### config.mk
export PLATFORM = sky130hd
export DESIGN_NAME = rx_lock_mute
export DESIGN_NICKNAME = d
export VERILOG_FILES = /design/src/rtl/rx_lock_mute_pkg.sv /design/src/rtl/rx_edge_tracker.sv /design/src/rtl/rx_window_monitor.sv /design/src/rtl/rx_lock_fsm.sv /design/src/rtl/rx_mute_gate.sv /design/src/rtl/rx_lock_mute.sv
export SDC_FILE = /design/constraint.sdc
export NUM_CORES = 1
export LEC_CHECK = 0
export ABC_AREA = 0
export BUFFER_PORTS_ARGS = -buffer_cell sky130_fd_sc_hd__buf_2
export CAP_MARGIN = 25
export CORE_MARGIN = 2
export CORE_UTILIZATION = 52
export CTS_CLUSTER_SIZE = 12
export DETAILED_ROUTE_END_ITERATION = 8
export PLACE_DENSITY = 0.69
export SLEW_MARGIN = 10
export SYNTH_ARGS = -nofsm -noshare
export SYNTH_HDL_FRONTEND = slang
export SYNTH_SLANG_ARGS = --single-unit
### constraint.sdc
create_clock -name clk -period 4.85 [get_ports clk]
set_clock_uncertainty 0.15 [all_clocks]
set_input_delay 0.97 -clock clk [delete_from_list [all_inputs] [get_ports clk]]
set_output_delay 0.97 -clock clk [all_outputs]
set_load 0.01 [all_outputs]
### src/rtl/rx_lock_mute_pkg.sv
package rx_lock_mute_pkg;

    typedef enum logic {
        LK_HUNT   = 1'b0,
        LK_LOCKED = 1'b1
    } lock_state_e;

    function automatic int cnt_width(input int limit);
        return (limit < 2) ? 1 : $clog2(limit + 1);
    endfunction

endpackage

### src/rtl/rx_edge_tracker.sv
module rx_edge_tracker (
    input  logic clk,
    input  logic rst_n,
    input  logic vld_i,
    input  logic bit_i,
    output logic trans_o,
    output logic iso_o
);
    typedef struct packed {
        logic [1:0] hist;
        logic [1:0] fill;
    } trk_t;

    trk_t st_d, st_q;
    logic trans_c, iso_c;

    always_comb begin
        st_d    = st_q;
        trans_c = vld_i && (st_q.fill != 2'd0) && (bit_i != st_q.hist[0]);
        iso_c   = trans_c && (st_q.fill == 2'd2) && (st_q.hist[0] != st_q.hist[1]);
        if (vld_i) begin
            st_d.hist = {st_q.hist[0], bit_i};
            if (st_q.fill != 2'd2) begin
                st_d.fill = st_q.fill + 2'd1;
            end
        end
    end

    always_ff @(posedge clk) begin
        if (!rst_n) begin
            st_q <= '0;
        end else begin
            st_q <= st_d;
        end
    end

    assign trans_o = trans_c;
    assign iso_o   = iso_c;

    // an isolated bit needs a strobe and two earlier strobed bits
    a_r4_iso_needs_history: assert property (@(posedge clk) disable iff (!rst_n)
        iso_o |-> (vld_i && st_q.fill == 2'd2));
endmodule

### src/rtl/rx_window_monitor.sv
module rx_window_monitor #(
    parameter int WIN = 16
) (
    input  logic clk,
    input  logic rst_n,
    input  logic event_i,
    output logic ok_o
);
    import rx_lock_mute_pkg::*;

    localparam int CW = cnt_width(WIN);
    localparam logic [CW-1:0] LIMIT = CW'(WIN);

    typedef struct packed {
        logic [CW-1:0] age;
        logic          seen;
    } win_t;

    win_t st_d, st_q;

    always_comb begin
        st_d = st_q;
        if (event_i) begin
            st_d.age  = '0;
            st_d.seen = 1'b1;
        end else if (st_q.age < LIMIT) begin
            st_d.age = st_q.age + 1'b1;
        end
    end

    always_ff @(posedge clk) begin
        if (!rst_n) begin
            st_q <= '0;
        end else begin
            st_q <= st_d;
        end
    end

    assign ok_o = st_q.seen && (st_q.age < LIMIT);

    // a qualifying event opens the window on the next cycle
    a_r3_event_opens_window: assert property (@(posedge clk) disable iff (!rst_n)
        event_i |=> ok_o);
endmodule

### src/rtl/rx_lock_fsm.sv
module rx_lock_fsm #(
    parameter int ACQ_WIN    = 16,
    parameter int GLITCH_WIN = 8
) (
    input  logic clk,
    input  logic rst_n,
    input  logic cond_i,
    output logic lock_o
);
    import rx_lock_mute_pkg::*;

    localparam int AW = cnt_width(ACQ_WIN);
    localparam int GW = cnt_width(GLITCH_WIN);
    localparam logic [AW-1:0] ACQ_LAST = AW'(ACQ_WIN - 1);
    localparam logic [GW-1:0] DRP_LAST = GW'(GLITCH_WIN - 1);

    typedef struct packed {
        lock_state_e   state;
        logic [AW-1:0] acq;
        logic [GW-1:0] drp;
    } fsm_t;

    fsm_t st_d, st_q;

    always_comb begin
        st_d = st_q;
        unique case (st_q.state)
            LK_HUNT: begin
                st_d.drp = '0;
                if (!cond_i) begin
                    st_d.acq = '0;
                end else if (st_q.acq == ACQ_LAST) begin
                    st_d.acq   = '0;
                    st_d.state = LK_LOCKED;
                end else begin
                    st_d.acq = st_q.acq + 1'b1;
                end
            end
            LK_LOCKED: begin
                st_d.acq = '0;
                if (cond_i) begin
                    st_d.drp = '0;
                end else if (st_q.drp == DRP_LAST) begin
                    st_d.drp   = '0;
                    st_d.state = LK_HUNT;
                end else begin
                    st_d.drp = st_q.drp + 1'b1;
                end
            end
            default: st_d = '0;
        endcase
    end

    always_ff @(posedge clk) begin
        if (!rst_n) begin
            st_q <= '{state: LK_HUNT, acq: '0, drp: '0};
        end else begin
            st_q <= st_d;
        end
    end

    assign lock_o = (st_q.state == LK_LOCKED);

    // lock only rises after a cycle in which all conditions held
    a_r2_rise_needs_cond: assert property (@(posedge clk) disable iff (!rst_n)
        $rose(lock_o) |-> $past(cond_i));
    // lock only falls after a cycle in which the conditions failed
    a_r5_fall_needs_loss: assert property (@(posedge clk) disable iff (!rst_n)
        $fell(lock_o) |-> !$past(cond_i));
endmodule

### src/rtl/rx_mute_gate.sv
module rx_mute_gate (
    input  logic clk,
    input  logic rst_n,
    input  logic pass_i,
    input  logic vld_i,
    input  logic bit_i,
    output logic data_o
);
    typedef struct packed {
        logic dat;
    } gate_t;

    gate_t st_d, st_q;

    always_comb begin
        st_d = st_q;
        if (pass_i && vld_i) begin
            st_d.dat = bit_i;
        end
    end

    always_ff @(posedge clk) begin
        if (!rst_n) begin
            st_q <= '0;
        end else begin
            st_q <= st_d;
        end
    end

    assign data_o = st_q.dat;

    // a closed gate freezes the output
    a_r6_mute_holds: assert property (@(posedge clk) disable iff (!rst_n)
        !pass_i |=> $stable(data_o));
    // an open gate forwards the strobed bit on the next edge
    a_r7_pass_forwards: assert property (@(posedge clk) disable iff (!rst_n)
        (pass_i && vld_i) |=> (data_o == $past(bit_i)));
endmodule

### src/rtl/rx_lock_mute.sv
module rx_lock_mute #(
    parameter int DATA_WIN   = 250,
    parameter int HARM_WIN   = 37500,
    parameter int GLITCH_WIN = 125,
    parameter int ACQ_WIN    = 250
) (
    input  logic clk,
    input  logic rst_n,
    input  logic bit_vld_i,
    input  logic bit_i,
    input  logic phase_lock_i,
    input  logic carrier_ok_i,
    input  logic cd_mute_off_i,
    output logic lock_o,
    output logic data_o
);
    logic trans_ev, iso_ev;
    logic data_ok, harm_ok;
    logic all_ok, lock_w, carrier_mute, pass_w;

    rx_edge_tracker u_trk (
        .clk     (clk),
        .rst_n   (rst_n),
        .vld_i   (bit_vld_i),
        .bit_i   (bit_i),
        .trans_o (trans_ev),
        .iso_o   (iso_ev)
    );

    rx_window_monitor #(.WIN(DATA_WIN)) u_act_win (
        .clk     (clk),
        .rst_n   (rst_n),
        .event_i (trans_ev),
        .ok_o    (data_ok)
    );

    rx_window_monitor #(.WIN(HARM_WIN)) u_harm_win (
        .clk     (clk),
        .rst_n   (rst_n),
        .event_i (iso_ev),
        .ok_o    (harm_ok)
    );

    assign all_ok = data_ok && harm_ok && phase_lock_i;

    rx_lock_fsm #(.ACQ_WIN(ACQ_WIN), .GLITCH_WIN(GLITCH_WIN)) u_fsm (
        .clk    (clk),
        .rst_n  (rst_n),
        .cond_i (all_ok),
        .lock_o (lock_w)
    );

    assign carrier_mute = !carrier_ok_i && !cd_mute_off_i;
    assign pass_w       = lock_w && !carrier_mute;

    rx_mute_gate u_gate (
        .clk    (clk),
        .rst_n  (rst_n),
        .pass_i (pass_w),
        .vld_i  (bit_vld_i),
        .bit_i  (bit_i),
        .data_o (data_o)
    );

    assign lock_o = lock_w;

    // with carrier muting active the output never changes
    a_r8_carrier_mutes: assert property (@(posedge clk) disable iff (!rst_n)
        (!carrier_ok_i && !cd_mute_off_i) |=> $stable(data_o));
    // output frozen whenever lock is low
    a_r6_unlocked_frozen: assert property (@(posedge clk) disable iff (!rst_n)
        !lock_o |=> $stable(data_o));
endmodule

After elaboration in Yosys (flattened, before gate mapping)
Cells that the tools add are included.
{"block": "classes", "n_addsub": 5, "order_cmp": 2, "n_eq_ne": 6, "muxes": 9, "n_bitwise": 2, "n_reduce_logical": 18}
{"op": "case mux 16 bit (2 select lines)", "count": 1}
{"op": "adder 16 x 1 -> 16 bit (second input constant)", "count": 1}
{"op": "adder 8 x 1 -> 8 bit (second input constant)", "count": 2}
{"op": "< comparator 16 bit (second input constant)", "count": 1}
{"op": "two-way mux 8 bit", "count": 2}
{"op": "two-way mux 7 bit", "count": 2}
{"op": "logical AND 1 bit", "count": 11}
{"op": "equality test 8 bit (second input constant)", "count": 1}
{"op": "< comparator 8 bit (second input constant)", "count": 1}
{"op": "adder 7 x 1 -> 7 bit (second input constant)", "count": 1}
{"op": "equality test 7 bit (second input constant)", "count": 1}
{"op": "two-way mux 1 bit", "count": 4}
{"op": "OR reduction 2 bit", "count": 2}
{"op": "logical NOT 1 bit", "count": 3}
{"op": "adder 2 x 1 -> 2 bit (second input constant)", "count": 1}
{"op": "equality test 2 bit (second input constant)", "count": 1}
{"op": "!= test 1 bit", "count": 2}
{"op": "!= test 2 bit (second input constant)", "count": 1}
{"op": "NOT 1 bit", "count": 2}
{"op": "AND reduction 2 bit", "count": 1}
{"op": "nonzero test 2 bit", "count": 1}
{"block": "word_totals", "reg_bits": 47, "input_bits": 7, "out_inout_bits": 2}

Logic depth before layout (Yosys ltp)
{"block": "depth", "depth_word": 6, "mapped_depth": 7}

Modules after synthesis
From an unflattened synthesis, not the netlist that was laid out.
{"block": "unflattened", "hier_cells": 252, "hier_area_um2": 2299.7}
{"module": "rx_window_monitor at u_harm_win", "instances": 1, "cells_per_inst": 98, "area_each_um2": 870.8, "seq_area_each_um2": 340.3}
{"module": "rx_lock_fsm", "instances": 1, "cells_per_inst": 79, "area_each_um2": 737.0, "seq_area_each_um2": 320.3}
{"module": "rx_window_monitor at u_act_win", "instances": 1, "cells_per_inst": 45, "area_each_um2": 407.9, "seq_area_each_um2": 180.2}
{"module": "rx_edge_tracker", "instances": 1, "cells_per_inst": 23, "area_each_um2": 229.0, "seq_area_each_um2": 80.1}
{"module": "rx_mute_gate", "instances": 1, "cells_per_inst": 5, "area_each_um2": 41.3, "seq_area_each_um2": 20.0}
{"module": "rx_lock_mute", "instances": 1, "cells_per_inst": 2, "area_each_um2": 13.8, "seq_area_each_um2": 0.0}

Worst setup path before layout
Ideal clock, no wire load.
{"block": "synth_path", "kind": "in2reg", "startpoint": "input bit_i", "endpoint": "register u_harm_win.st_q[10] (netlist bit)", "arrival_time_ns": 2.147, "path_slack_ns": 2.425, "path_stages": 5, "path_buffers": 1, "cell_sequence": "or3b_2 a21oi_1 nand2b_1 clkbuf_1 nor2_1"}
{"block": "synth_via", "elab_chain_len": 5}
{"item": "start: declaration", "line_no": "rx_lock_mute.sv:10", "text": "input logic bit_i,"}
{"item": "!= test 1 bit", "line_no": "rx_edge_tracker.sv:19", "text": "trans_c = vld_i && (st_q.fill != 2'd0) && (bit_i != st_q.hist[0]);"}
{"item": "logical AND 1 bit", "line_no": "rx_edge_tracker.sv:19"}
{"item": "logical AND 1 bit (2 in series)", "line_no": "rx_edge_tracker.sv:20", "text": "iso_c = trans_c && (st_q.fill == 2'd2) && (st_q.hist[0] != st_q.hist[1]);"}
{"item": "OR reduction 2 bit (no source line)"}
{"item": "end signal: assignment", "line_no": "rx_window_monitor.sv:35", "text": "st_q <= st_d;"}
{"item": "end: declaration", "line_no": "rx_window_monitor.sv:19", "text": "win_t st_d, st_q;"}
Every way passes these cells.
A chain may end at the register's enable or synchronous reset.

Final worst setup path
{"block": "layout_path", "startpoint": "input bit_i", "endpoint": "register u_harm_win.st_q[5] (netlist bit)"}
Same word-level chain as after synthesis.

==> results.md <==
- Hold_buf cts: 0
- Post-synth top area share: 43.4%
- Crit Path Class: in2reg
- I/O Pins: 9
- Worst hold path class: reg2reg
- Largest area contributor in the netlist: dfxtp_1
- Total track usage: 17.4%
- Via density: 5.21
- WL per Instance: 11.7 microns
- P_leak: 0.861 nW
- Initial Util: 54.1%
- Setup ws final: ~2.4 ns
- RSZ-0062 raised after global routing: false
- Critical path cell sequence: buf_2, or3b_2, a21oi_1, nand2b_1, or4_1, nand2_1
- Clk sink count: 47
- # Post-CTS Setup Buffers: 0
- Sequential share of power: 52.1%
- Clock root buffer: clkbuf_8
- Antenna-violating nets left: 0
- Sequential fraction of the synthesis area: 43.4%
- Period minus WS final: roughly 2.5 ns
- Outcome: finished, final reports clean
- Pin count of the biggest net entering global routing: 16
- Post-place setup slack: slightly above 2 ns
- Layout cell share with drive strength beyond 1: roughly 8.2%
- Final setup viols: 0
- Post-synth EDFFs: 0
- Avg Cell Area, Syn: 8.84 sq um
- Area contributors post-synth: dfxtp_1 (43%), nor2_1 (6.9%), xnor2_1 (6.9%), ha_1 (4.6%), xor2_1 (4.4%)
- Number of max-slew violations in the final report: 0
- Die Width: about 69 microns
- Max frequency: 0.403 GHz
- Final Hold Slack: 0.310 ns
- Cells after Synth: ~250
- Period utilization: 51.1%
- Row cnt: 23
- Top cells by count, synth: dfxtp_1 (47), nor2_1 (40), nand2_1 (19), xnor2_1 (17)
- Nets: 270
- H-tree Lvls: 2
- Clock Power Share: ~43%
- Maximum vdd drop: 0.000190 V
- Top-count cell post-synth: dfxtp_1
- Diode count: 0
- Syn. warnings: 0
- Sw Pwr: 154 uW
- Power Density: 323 nW/um^2
- CTS Buf Count: 5
- Via count of the first global-routing pass: 1388
- Startpoint types: primary input
- Clock transition at path regs: 0.09 ns
- Layout filler cell count: between 300 and 400
- Ys async rst share: 0%
- Final GP Congestion: 0.825
- Clock buffer depth: 2
- TritonCTS clock tree: yes
- Die Ht: 68.5 microns
- IO Port Bufs: 8
- Synth-to-layout area growth: 10.2%
- Slowest CP cell: nand2b_1
- Combinational share of power: 4.7%
- Grt total ovfl: 0
- Internal: around 600 uW
- Worst Tran Pin Value: 0.555 ns
- Placed Area: roughly 2200 sq um
- Antenna violations before repair: 0
- Final hold vios: 0
- Main synth FF type: dfxtp_1
- Relative slew slack: a little over three fifths
- Core Region: 4000 sq um
- Setup TNS: 0 ns
- Crit. End Element: flop
- #FFs+latches synth: 47
- Total of max-cap violations: 0
- Post-CTS sizing: 0
- Netlist cell types: 38
- Post-Syn Nets: 260
- First-pass iteration count of the detailed router: 4
- CP peak stage delay: 0.50 ns
- First-pass GRT wire length: 6.07 mm
- Final WL: 3.57 mm
- First DRT Iteration DRCs: 119
- WP data required: 4.89 ns
- Critical Path AT: 2.52 ns
- Vias: ~1.6k
- Sw frac: 20.0%
- Fin area: 2390 sq um
- Skew-Pair Late Insertion Delay: 0.30 ns
- DRC: 0
- Post-DP HPWL: between 2 and 3 mm
- Post-Syn Area: 2170 sq um
- Total Die Area: roughly 4700 sq um
- CP max FO: 15
==> routing by layer <==
layer  part of all wire [%]  routed length [microns]  GRT usage, %  vias to the layer above
li1                       -                        -             -                      857
met1                     52                     1850          23.9                      717
met2                     45                     1600          26.0                       15
met3                    2.1                       75          3.90                        4
met4                    1.3                       47          8.25                        0
met5                      0                        0             0                        -
==> worst max-delay path: cells and delay by family <==
| family | cells | cell delay, ns |
|---|---|---|
| AOI/OAI and AO/OA | 1 | 0.22 |
| and+or+nand+nor | 4 | 1.21 |
| buffers and inverters | 1 | 0.13 |
==> through the flow <==
step / util (%) / instances / power [mW]
floorplan: - / 245 / 0.437
global placement: 56.2 / 298 / 0.446
detailed placement: 56.2 / 298 / 0.446
CTS: 59.6 / 306 / 0.781
global route: 59.6 / 306 / 0.804
finish: 59.6 / 306 / 0.770
==> placed cells by master, fill, tap and decap left out, drive strengths merged <==
master,synthesis,layout
a211oi,1,1
a21boi,1,1
a21o,2,2
a21oi,8,8
a31oi,2,2
and2,3,3
and3,4,4
and4,2,2
buf,0,8
bufinv,0,2
clkbuf,5,5
clkinvlp,0,1
dfxtp,47,47
ha,8,8
inv,8,8
mux2i,6,6
nand2,19,19
nand2b,3,3
nand3,11,11
nand3b,4,4
nand4,3,3
nand4b,1,1
nor2,40,40
nor2b,6,6
nor3,6,6
nor4,5,5
o2111ai,2,2
o211ai,5,5
o21a,3,3
o21ai,5,5
o31ai,1,1
or2,1,1
or3,1,1
or3b,1,1
or4,3,3
xnor2,17,17
xor2,11,11
==> final cells by class <==
cell class	count	area, sq um	share of cell area (%)
multi-input cells	185	1180	49.3
flip-flops and latches	47	941	39.4
clock inverters	3	67.6	2.83
inverters	8	30.0	1.26
repair buffers	8	40.0	1.68
well taps	50	62.6	2.62
clock buffers	5	68.8	2.88
==> final timing paths <==
path / cells past startpoint / slack, ns / endpoint / start
setup / recovery: 6 / 2.37 / u_harm_win.st_q[5] / bit_i
hold / removal: 2 / 0.31 / u_act_win.st_q[0] / u_act_win.st_q[0]
setup reg to reg: 5 / 2.75 / u_harm_win.st_q[2] / u_harm_win.st_q[11]
hold reg to reg: 2 / 0.31 / u_act_win.st_q[0] / u_act_win.st_q[0]
==> registers in the layout (all words and copies together) (netlist names) <==
| signal | flops |
|---|---|
| u_harm_win.st_q | 17 |
| u_fsm.st_q | 15 |
| u_act_win.st_q | 9 |
| u_trk.st_q | 4 |
| u_fsm.lock_o | 1 |
| u_gate.data_o | 1 |
==> power by group through the flow <==
stage	sequential (mW)	combinational [mW]	clock (mW)
after floorplan	0.409	0.0279	0
after global placement	0.410	0.0359	0
after detailed placement	0.410	0.0363	0
after CTS	0.401	0.0366	0.344
after global routing	0.403	0.0422	0.359
final	0.401	0.0361	0.333
==> kinds of logic (layout without fill, tap and decap cells) <==
group	Yosys count	after routing	synth area share (%)
xor gates and xnor gates	28	28	11.3
adders and majority gates	8	8	4.62
DFF	47	47	43.4
AOI/OAI and AO/OA	30	30	9.59
muxes	6	6	2.77
and+or+nand+nor	113	113	26.0
buffers and inverters	13	24	2.25
(Power assumes the default switching activity.)
